==> config.mk <==
export PLATFORM = sky130hd
export DESIGN_NAME = mm8_cpu
export DESIGN_NICKNAME = d
export VERILOG_FILES = /design/src/rtl/mm8_pkg.sv /design/src/rtl/mm8_decode.sv /design/src/rtl/mm8_alu.sv /design/src/rtl/mm8_outport.sv /design/src/rtl/mm8_cpu.sv
export SDC_FILE = /design/constraint.sdc
export NUM_CORES = 1
export LEC_CHECK = 0
export ABC_AREA = 1
export ABC_CLOCK_PERIOD_IN_PS = 5300
export BUFFER_PORTS_ARGS = -buffer_cell sky130_fd_sc_hd__buf_2
export CORE_UTILIZATION = 35
export CTS_CLUSTER_SIZE = 20
export DETAILED_ROUTE_END_ITERATION = 12
export SLEW_MARGIN = 10
export SYNTH_ARGS = -nofsm -noshare
export SYNTH_HDL_FRONTEND = slang
export SYNTH_SLANG_ARGS = --single-unit
==> constraint.sdc <==
create_clock -name clk -period 5.3 [get_ports clk]
set_clock_uncertainty 0.2 [all_clocks]
set_input_delay 1.325 -clock clk [delete_from_list [all_inputs] [get_ports clk]]
set_output_delay 1.325 -clock clk [all_outputs]
set_load 0.03 [all_outputs]
==> src/rtl/mm8_pkg.sv <==
package mm8_pkg;

   typedef enum logic [3:0] {
      ST_IF_REQ, ST_IF_CAP, ST_OP_REQ, ST_OP_CAP, ST_EXEC,
      ST_DA_REQ, ST_DA_CAP, ST_DB_REQ, ST_DB_CAP, ST_BR, ST_WR
   } seq_state_t;

   localparam logic [2:0] OPC_ALU_C0 = 3'd0;
   localparam logic [2:0] OPC_ALU_C1 = 3'd1;
   localparam logic [2:0] OPC_IN0    = 3'd2;
   localparam logic [2:0] OPC_IN1    = 3'd3;
   localparam logic [2:0] OPC_OUT0   = 3'd4;
   localparam logic [2:0] OPC_OUT1   = 3'd5;
   localparam logic [2:0] OPC_JMP    = 3'd6;
   localparam logic [2:0] OPC_BEQ    = 3'd7;

   localparam int N_OUT_PORTS = 2;

endpackage

==> src/rtl/mm8_decode.sv <==
module mm8_decode
   import mm8_pkg::*;
#(
   parameter int DATA_W = 8
) (
   input  logic [DATA_W-1:0] ir,
   output logic [2:0]        opc,
   output logic              mode,
   output logic [3:0]        fsel,
   output logic              single,
   output logic [1:0]        n_opnd,
   output logic [1:0]        dst_idx
);
   localparam int OPC_LSB = DATA_W - 3;
   localparam int MODE_POS = DATA_W - 4;

   assign opc  = ir[DATA_W-1:OPC_LSB];
   assign mode = ir[MODE_POS];
   assign fsel = ir[3:0];

   always_comb begin
      single  = 1'b0;
      n_opnd  = 2'd1;
      dst_idx = 2'd0;
      unique case (opc)
         OPC_ALU_C0, OPC_ALU_C1: begin
            single  = mode && ((fsel == 4'h0) || (fsel == 4'hF));
            n_opnd  = single ? 2'd2 : 2'd3;
            dst_idx = single ? 2'd1 : 2'd2;
         end
         OPC_BEQ: n_opnd = 2'd3;
         default: n_opnd = 2'd1;
      endcase
   end
endmodule

==> src/rtl/mm8_alu.sv <==
module mm8_alu #(
   parameter int DATA_W   = 8,
   parameter int EQ_STYLE = 0
) (
   input  logic [DATA_W-1:0] a,
   input  logic [DATA_W-1:0] b,
   input  logic              mode,
   input  logic [3:0]        fsel,
   input  logic              cin,
   output logic [DATA_W-1:0] f,
   output logic              eq
);
   localparam logic [DATA_W-1:0] ONES = '1;
   localparam logic [DATA_W-1:0] ZERO = '0;

   logic [DATA_W-1:0] t_or, t_ornb, t_andnb, t_and;
   logic [DATA_W-1:0] lg, ax, ay;

   assign t_or    = a | b;
   assign t_ornb  = a | ~b;
   assign t_andnb = a & ~b;
   assign t_and   = a & b;

   always_comb begin
      unique case (fsel)
         4'h0: lg = ~a;
         4'h1: lg = ~t_or;
         4'h2: lg = ~a & b;
         4'h3: lg = ZERO;
         4'h4: lg = ~t_and;
         4'h5: lg = ~b;
         4'h6: lg = a ^ b;
         4'h7: lg = t_andnb;
         4'h8: lg = ~a | b;
         4'h9: lg = ~(a ^ b);
         4'hA: lg = b;
         4'hB: lg = t_and;
         4'hC: lg = ONES;
         4'hD: lg = t_ornb;
         4'hE: lg = t_or;
         default: lg = a;
      endcase
   end

   always_comb begin
      unique case (fsel)
         4'h0: begin ax = a;       ay = ZERO;    end
         4'h1: begin ax = t_or;    ay = ZERO;    end
         4'h2: begin ax = t_ornb;  ay = ZERO;    end
         4'h3: begin ax = ONES;    ay = ZERO;    end
         4'h4: begin ax = a;       ay = t_andnb; end
         4'h5: begin ax = t_or;    ay = t_andnb; end
         4'h6: begin ax = a;       ay = ~b;      end
         4'h7: begin ax = t_andnb; ay = ONES;    end
         4'h8: begin ax = a;       ay = t_and;   end
         4'h9: begin ax = a;       ay = b;       end
         4'hA: begin ax = t_ornb;  ay = t_and;   end
         4'hB: begin ax = t_and;   ay = ONES;    end
         4'hC: begin ax = a;       ay = a;       end
         4'hD: begin ax = t_or;    ay = a;       end
         4'hE: begin ax = t_ornb;  ay = a;       end
         default: begin ax = a;    ay = ONES;    end
      endcase
   end

   assign f = mode ? lg : (ax + ay + {{(DATA_W-1){1'b0}}, cin});

   generate
      if (EQ_STYLE == 0) begin : g_eq_sub
         logic [DATA_W-1:0] diff;
         assign diff = a + ~b + {{(DATA_W-1){1'b0}}, 1'b1};
         assign eq   = (diff == ZERO);
      end else begin : g_eq_cmp
         assign eq = (a == b);
      end
   endgenerate
endmodule

==> src/rtl/mm8_outport.sv <==
module mm8_outport #(
   parameter int DATA_W = 8
) (
   input  logic              clk,
   input  logic              rst_n,
   input  logic              load,
   input  logic [DATA_W-1:0] din,
   output logic [DATA_W-1:0] q,
   output logic              stb
);
   always_ff @(posedge clk or negedge rst_n) begin
      if (!rst_n) begin
         q   <= '0;
         stb <= 1'b0;
      end else begin
         stb <= load;
         if (load) q <= din;
      end
   end
endmodule

==> src/rtl/mm8_cpu.sv <==
module mm8_cpu
   import mm8_pkg::*;
#(
   parameter int DATA_W   = 8,
   parameter int ADDR_W   = 8,
   parameter int EQ_STYLE = 0
) (
   input  logic              clk,
   input  logic              rst_n,
   output logic [ADDR_W-1:0] mem_addr,
   output logic              mem_rd,
   output logic              mem_we,
   output logic [DATA_W-1:0] mem_wdata,
   input  logic [DATA_W-1:0] mem_rdata,
   input  logic [DATA_W-1:0] in0_data,
   input  logic [DATA_W-1:0] in1_data,
   output logic [DATA_W-1:0] out0_data,
   output logic              out0_stb,
   output logic [DATA_W-1:0] out1_data,
   output logic              out1_stb
);
   localparam int N_OPND = 3;

   generate
      if (DATA_W < 8) begin : g_bad_dw
         $error("mm8_cpu: DATA_W must hold opcode, mode and select fields");
      end
      if (ADDR_W != DATA_W) begin : g_bad_aw
         $error("mm8_cpu: an operand byte must be a full address");
      end
      if ((EQ_STYLE != 0) && (EQ_STYLE != 1)) begin : g_bad_eq
         $error("mm8_cpu: EQ_STYLE must be 0 or 1");
      end
   endgenerate

   seq_state_t        state;
   logic [ADDR_W-1:0] pc;
   logic [DATA_W-1:0] ir, va, vb;
   logic [DATA_W-1:0] opnd [N_OPND];
   logic [1:0]        idx;

   logic [2:0]        opc;
   logic              mode, single;
   logic [3:0]        fsel;
   logic [1:0]        n_opnd, dst_idx;
   logic [DATA_W-1:0] alu_f;
   logic              alu_eq;

   mm8_decode #(.DATA_W(DATA_W)) u_dec (
      .ir(ir), .opc(opc), .mode(mode), .fsel(fsel),
      .single(single), .n_opnd(n_opnd), .dst_idx(dst_idx)
   );

   mm8_alu #(.DATA_W(DATA_W), .EQ_STYLE(EQ_STYLE)) u_alu (
      .a(va), .b(vb), .mode(mode), .fsel(fsel), .cin(opc[0]),
      .f(alu_f), .eq(alu_eq)
   );

   // output ports, one instance per port
   logic [DATA_W-1:0] oq   [N_OUT_PORTS];
   logic              ostb [N_OUT_PORTS];
   logic              oload[N_OUT_PORTS];

   generate
      for (genvar g = 0; g < N_OUT_PORTS; g++) begin : g_out
         assign oload[g] = (state == ST_DA_CAP) && (opc == 3'(4 + g));
         mm8_outport #(.DATA_W(DATA_W)) u_port (
            .clk(clk), .rst_n(rst_n), .load(oload[g]), .din(mem_rdata),
            .q(oq[g]), .stb(ostb[g])
         );
      end
   endgenerate

   assign out0_data = oq[0];
   assign out0_stb  = ostb[0];
   assign out1_data = oq[1];
   assign out1_stb  = ostb[1];

   // memory port
   assign mem_rd = (state == ST_IF_REQ) || (state == ST_OP_REQ) ||
                   (state == ST_DA_REQ) || (state == ST_DB_REQ);
   assign mem_we = (state == ST_WR);

   always_comb begin
      unique case (state)
         ST_DA_REQ: mem_addr = opnd[0];
         ST_DB_REQ: mem_addr = opnd[1];
         ST_WR:     mem_addr = opnd[dst_idx];
         default:   mem_addr = pc;
      endcase
   end

   always_comb begin
      if (opc == OPC_IN0)      mem_wdata = in0_data;
      else if (opc == OPC_IN1) mem_wdata = in1_data;
      else                     mem_wdata = alu_f;
   end

   // sequencer
   always_ff @(posedge clk or negedge rst_n) begin
      if (!rst_n) begin
         state <= ST_IF_REQ;
         pc    <= '0;
         ir    <= '0;
         idx   <= '0;
         va    <= '0;
         vb    <= '0;
         for (int k = 0; k < N_OPND; k++) opnd[k] <= '0;
      end else begin
         unique case (state)
            ST_IF_REQ: begin
               pc    <= pc + 1'b1;
               state <= ST_IF_CAP;
            end
            ST_IF_CAP: begin
               ir    <= mem_rdata;
               idx   <= '0;
               state <= ST_OP_REQ;
            end
            ST_OP_REQ: begin
               pc    <= pc + 1'b1;
               state <= ST_OP_CAP;
            end
            ST_OP_CAP: begin
               opnd[idx] <= mem_rdata;
               idx       <= idx + 2'd1;
               state     <= ((idx + 2'd1) == n_opnd) ? ST_EXEC : ST_OP_REQ;
            end
            ST_EXEC: begin
               if (opc == OPC_JMP) begin
                  pc    <= opnd[0];
                  state <= ST_IF_REQ;
               end else if ((opc == OPC_IN0) || (opc == OPC_IN1)) begin
                  state <= ST_WR;
               end else begin
                  state <= ST_DA_REQ;
               end
            end
            ST_DA_REQ: state <= ST_DA_CAP;
            ST_DA_CAP: begin
               va <= mem_rdata;
               if ((opc == OPC_OUT0) || (opc == OPC_OUT1)) state <= ST_IF_REQ;
               else if (single)                            state <= ST_WR;
               else                                        state <= ST_DB_REQ;
            end
            ST_DB_REQ: state <= ST_DB_CAP;
            ST_DB_CAP: begin
               vb    <= mem_rdata;
               state <= (opc == OPC_BEQ) ? ST_BR : ST_WR;
            end
            ST_BR: begin
               if (alu_eq) pc <= opnd[2];
               state <= ST_IF_REQ;
            end
            default: state <= ST_IF_REQ;
         endcase
      end
   end
endmodule

==> flow_results.xml <==
<?xml version="1.0" encoding="UTF-8"?>
<metrics>
  <group name="outcome">
    <metric name="status" unit="">finished clean</metric>
  </group>
  <group name="worst_setup_path">
    <metric name="worst_path_most_repeated_cell" unit="">nand2_1</metric>
    <metric name="critical_path_arrival" unit="ns">3.52</metric>
    <metric name="path_max_fanout" unit="">6</metric>
    <metric name="critical-path-max-stage-delay" unit="ns">0.46</metric>
    <metric name="path_class" unit="">flip-flop to output pin</metric>
    <metric name="critPathTopFamily" unit="">simple AND/OR/NAND/NOR gates</metric>
    <metric name="worst-r2r-setup-slack" unit="ns">2.10</metric>
    <metric name="timing.critical_path.required" unit="ns">3.77</metric>
    <metric name="worst_r2r_startpoint" unit="">va[0]</metric>
    <metric name="path_buf_inv" unit="">4</metric>
    <metric name="crit_path_top_delay_cell" unit="">dfrtp_2</metric>
    <metric name="crit_cells" unit="">19</metric>
    <metric name="start_kind" unit="">flip-flop</metric>
    <metric name="end_kind" unit="">output pin</metric>
    <metric name="worst-r2r-cell-count" unit="">14</metric>
    <metric name="path_cells" unit="">nand2_2 &gt; inv_2 &gt; nand2_2 &gt; nand4_1 &gt; inv_2 &gt; o22ai_1 &gt; fa_1 &gt; fa_1 &gt; inv_1 &gt; nand3_1 &gt; a21boi_1 &gt; o21ai_0 &gt; nand2_1 &gt; nand2_1 &gt; nand3_1 &gt; nand3_1 &gt; nand2_1 &gt; nand2_1 &gt; buf_2</metric>
    <metric name="r2r-end" unit="">pc[2]</metric>
  </group>
  <group name="die">
    <metric name="die_height" unit="um">136</metric>
    <metric name="io_pins" unit="">62</metric>
    <metric name="placement_rows" unit="">48</metric>
    <metric name="placeableCoreArea" unit="mm2">0.0174</metric>
    <metric name="die_w" unit="um">136</metric>
    <metric name="initial_utilization" unit="%">36.2</metric>
    <metric name="die_area" unit="mm2">0.0185</metric>
  </group>
  <group name="yosys">
    <metric name="synth-seq-cells" unit="">80</metric>
    <metric name="synthFlopType" unit="">dfrtp_1</metric>
    <metric name="synthTopCellsByArea" unit="">dfrtp_1 (32%), nand2_1 (17%), o21ai_0 (11%), ha_1 (8.3%), inv_1 (7.1%)</metric>
    <metric name="yosysUniqueCellTypes" unit="">41</metric>
    <metric name="synth_area_leader_cell" unit="">dfrtp_1</metric>
    <metric name="mappedNetlistArea" unit="mm2">0.00630</metric>
    <metric name="synth_enable_flop_cells" unit="">0</metric>
    <metric name="synthesis.area_per_instance" unit="um2">6.69</metric>
    <metric name="yosysWarnings" unit="">0</metric>
    <metric name="synth_async_sr_flop_share" unit="%">100</metric>
    <metric name="post_synth_inst_count" unit="">942</metric>
    <metric name="yosys-top-cells-count" unit="">nand2_1 (287), o21ai_0 (133), inv_1 (119), nor2_1 (84), dfrtp_1 (80)</metric>
    <metric name="synth_sequential_area_ratio" unit="%">31.8</metric>
    <metric name="synthesis.nets" unit="">1013</metric>
    <metric name="count_leader_synth" unit="">nand2_1</metric>
    <metric name="synth_top_area_share" unit="%">31.8</metric>
  </group>
  <group name="cells_and_area">
    <metric name="area_used_by_multi_input_combinational_logic" unit="mm2">0.00384</metric>
    <metric name="area_growth" unit="%">17.1</metric>
    <metric name="seqCellArea" unit="mm2">0.00201</metric>
    <metric name="final.fill_count" unit="">1880</metric>
    <metric name="drive_gt1_share" unit="%">13.5</metric>
    <metric name="num-nets-final" unit="">1092</metric>
  </group>
  <group name="clock_network">
    <metric name="cts_buffers" unit="">9</metric>
    <metric name="tritoncts_clock_tree" unit="">yes</metric>
    <metric name="h-tree-depth" unit="">3</metric>
    <metric name="cts.sinks" unit="">80</metric>
    <metric name="cts_buffer_depth" unit="">2</metric>
    <metric name="clock_latency" unit="ns">0.34</metric>
    <metric name="worst_setup_hold_path_clk_slew" unit="ns">0.07</metric>
    <metric name="clockRootBuffer" unit="">clkbuf_16</metric>
  </group>
  <group name="placement">
    <metric name="routabilityCongestion" unit="">0.963</metric>
    <metric name="dp.final_hpwl" unit="um">17500</metric>
    <metric name="io_buffers" unit="">61</metric>
  </group>
  <group name="global_routing">
    <metric name="grt_max_degree" unit="">52</metric>
    <metric name="antenna_found_initial" unit="">1</metric>
    <metric name="grt_usage" unit="%">25.2</metric>
    <metric name="first_global_vias" unit="">6029</metric>
    <metric name="grt-ovfl-total" unit="">0</metric>
    <metric name="grt_pass1_wl" unit="um">34900</metric>
  </group>
  <group name="drt">
    <metric name="detail_route.drc_violations" unit="">0</metric>
    <metric name="drtIter0Drc" unit="">676</metric>
    <metric name="route.detailed.wl_per_inst" unit="um">18.0</metric>
    <metric name="vias_per_cell" unit="">5.36</metric>
    <metric name="detail-route-antenna-nets" unit="">0</metric>
    <metric name="drt_wl_total" unit="um">22600</metric>
    <metric name="via_count" unit="">6714</metric>
    <metric name="firstDrtPassIters" unit="">5</metric>
  </group>
  <group name="hold_path">
    <metric name="end_of_the_worst_hold_path" unit="">g_out[1].u_port.q[4]</metric>
    <metric name="timing.hold.worst.class" unit="">flip-flop to flip-flop</metric>
    <metric name="hold-path-cell-count" unit="">2</metric>
    <metric name="hp-start" unit="">g_out[1].u_port.q[4]</metric>
  </group>
  <group name="sta">
    <metric name="setup_violations" unit="">0</metric>
    <metric name="post-route-period-util" unit="%">95.2</metric>
    <metric name="final.min_clock_period" unit="ns">5.04</metric>
    <metric name="timing.setup.tns" unit="ns">0</metric>
    <metric name="finalMaxSlewViolations" unit="">0</metric>
    <metric name="unrepaired_setup_endpoints_after_global_routing" unit="">no</metric>
    <metric name="achievable-frequency" unit="GHz">0.198</metric>
    <metric name="worstMarginPinSlew" unit="ns">0.984</metric>
    <metric name="max-slew-margin-rel" unit="%">34.0</metric>
    <metric name="final_hold_violations" unit="">0</metric>
  </group>
  <group name="flow_run">
    <metric name="drv.max_cap_violation_count" unit="">0</metric>
  </group>
</metrics>
## stage by stage
step | cells | hold slack [ns] | cell area (um2) | util [%] | setup WS, ns
floorplan | 942 | 0.270 | 6300 | - | 0.729
global placement | 1227 | 0.264 | 6930 | 39.8 | 0.369
detailed placement | 1227 | 0.269 | 6930 | 39.8 | 0.287
CTS | 1243 | 0.283 | 7250 | 41.6 | 0.00733
global route | 1251 | 0.310 | 7380 | 42.4 | 0.00140
finish | 1252 | 0.286 | 7380 | 42.4 | 0.255
## layer usage
layer | up-vias | GRT usage [%] | wire [um]
li1 | 3297 | - | -
met2 | 289 | 33.7 | 8860
met4 | 0 | 8.15 | 452
met3 | 35 | 5.52 | 2120
met5 | - | 0 | 0
met1 | 3093 | 38.8 | 11100
## worst max-delay path by stage
stage          start      endpoint  slack [ns]
2_1_floorplan  ir[1]  mem_wdata[1]        0.73
3_3_place_gp   ir[2]  mem_wdata[6]        0.37
3_5_place_dp   ir[2]  mem_wdata[6]        0.29
4_1_cts        ir[0]  mem_wdata[6]       0.007
5_1_grt        ir[0]  mem_wdata[6]       0.001
6_report       ir[0]  mem_wdata[6]        0.26
## cells by family (layout without fill, tap and decap cells)
| group | count (synthesis) | in the layout | share of synthesized area (%) |
|---|---|---|---|
| AO/OA/AOI/OAI | 223 | 223 | 20.2 |
| AND/OR/NAND/NOR | 450 | 450 | 29.6 |
| adder cells (fa/ha/maj) | 45 | 45 | 9.29 |
| other | 0 | 1 | 0 |
| buffers and inverters | 139 | 223 | 8.48 |
| XOR/XNOR | 5 | 5 | 0.695 |
| flip-flops | 80 | 80 | 31.8 |
## state kept, by name (all words and copies together) (netlist names)
signal,flops
opnd,24
g_out.u_port.q,16
ir,8
pc,8
va,8
vb,8
state,4
g_out.u_port.stb,2
idx,2
## cells in the final DEF (no fill, tap or decap), types with 24 or more instances in the layout
master,count
ha_1,41
nand2_1,282
buf_2,60
dfrtp_1,76
inv_1,114
o22ai_1,24
a21oi_1,24
nor2_1,79
o21ai_0,132
nand3_1,39
## timing repair
action	in CTS	in global routing
resized for setup	3	28
hold buffers	0	0
setup endpoints to repair	1	3
setup buffers	0	8
pin swaps	0	1
cloned	0	0
## tightest hold or removal path, stage by stage (launching register included)
cell	delay, ns
dfrtp_1	0.34
nand2_1	0.05
o21ai_0	0.06
## area by class of cell
| cell class | count | share of cell area, % |
|---|---|---|
| flip-flops and latches | 80 | 27.2 |
| multi-input cells | 723 | 52.0 |
| repair buffers | 81 | 6.20 |
| clock buffers | 11 | 3.42 |
| clock inverters | 5 | 0.865 |
| well taps | 225 | 3.81 |
| diodes | 1 | 0.0339 |
| inverters | 126 | 6.42 |
Power is not shown: default switching activity piles up to over one toggle a cycle in this logic, so the estimate is an artifact.
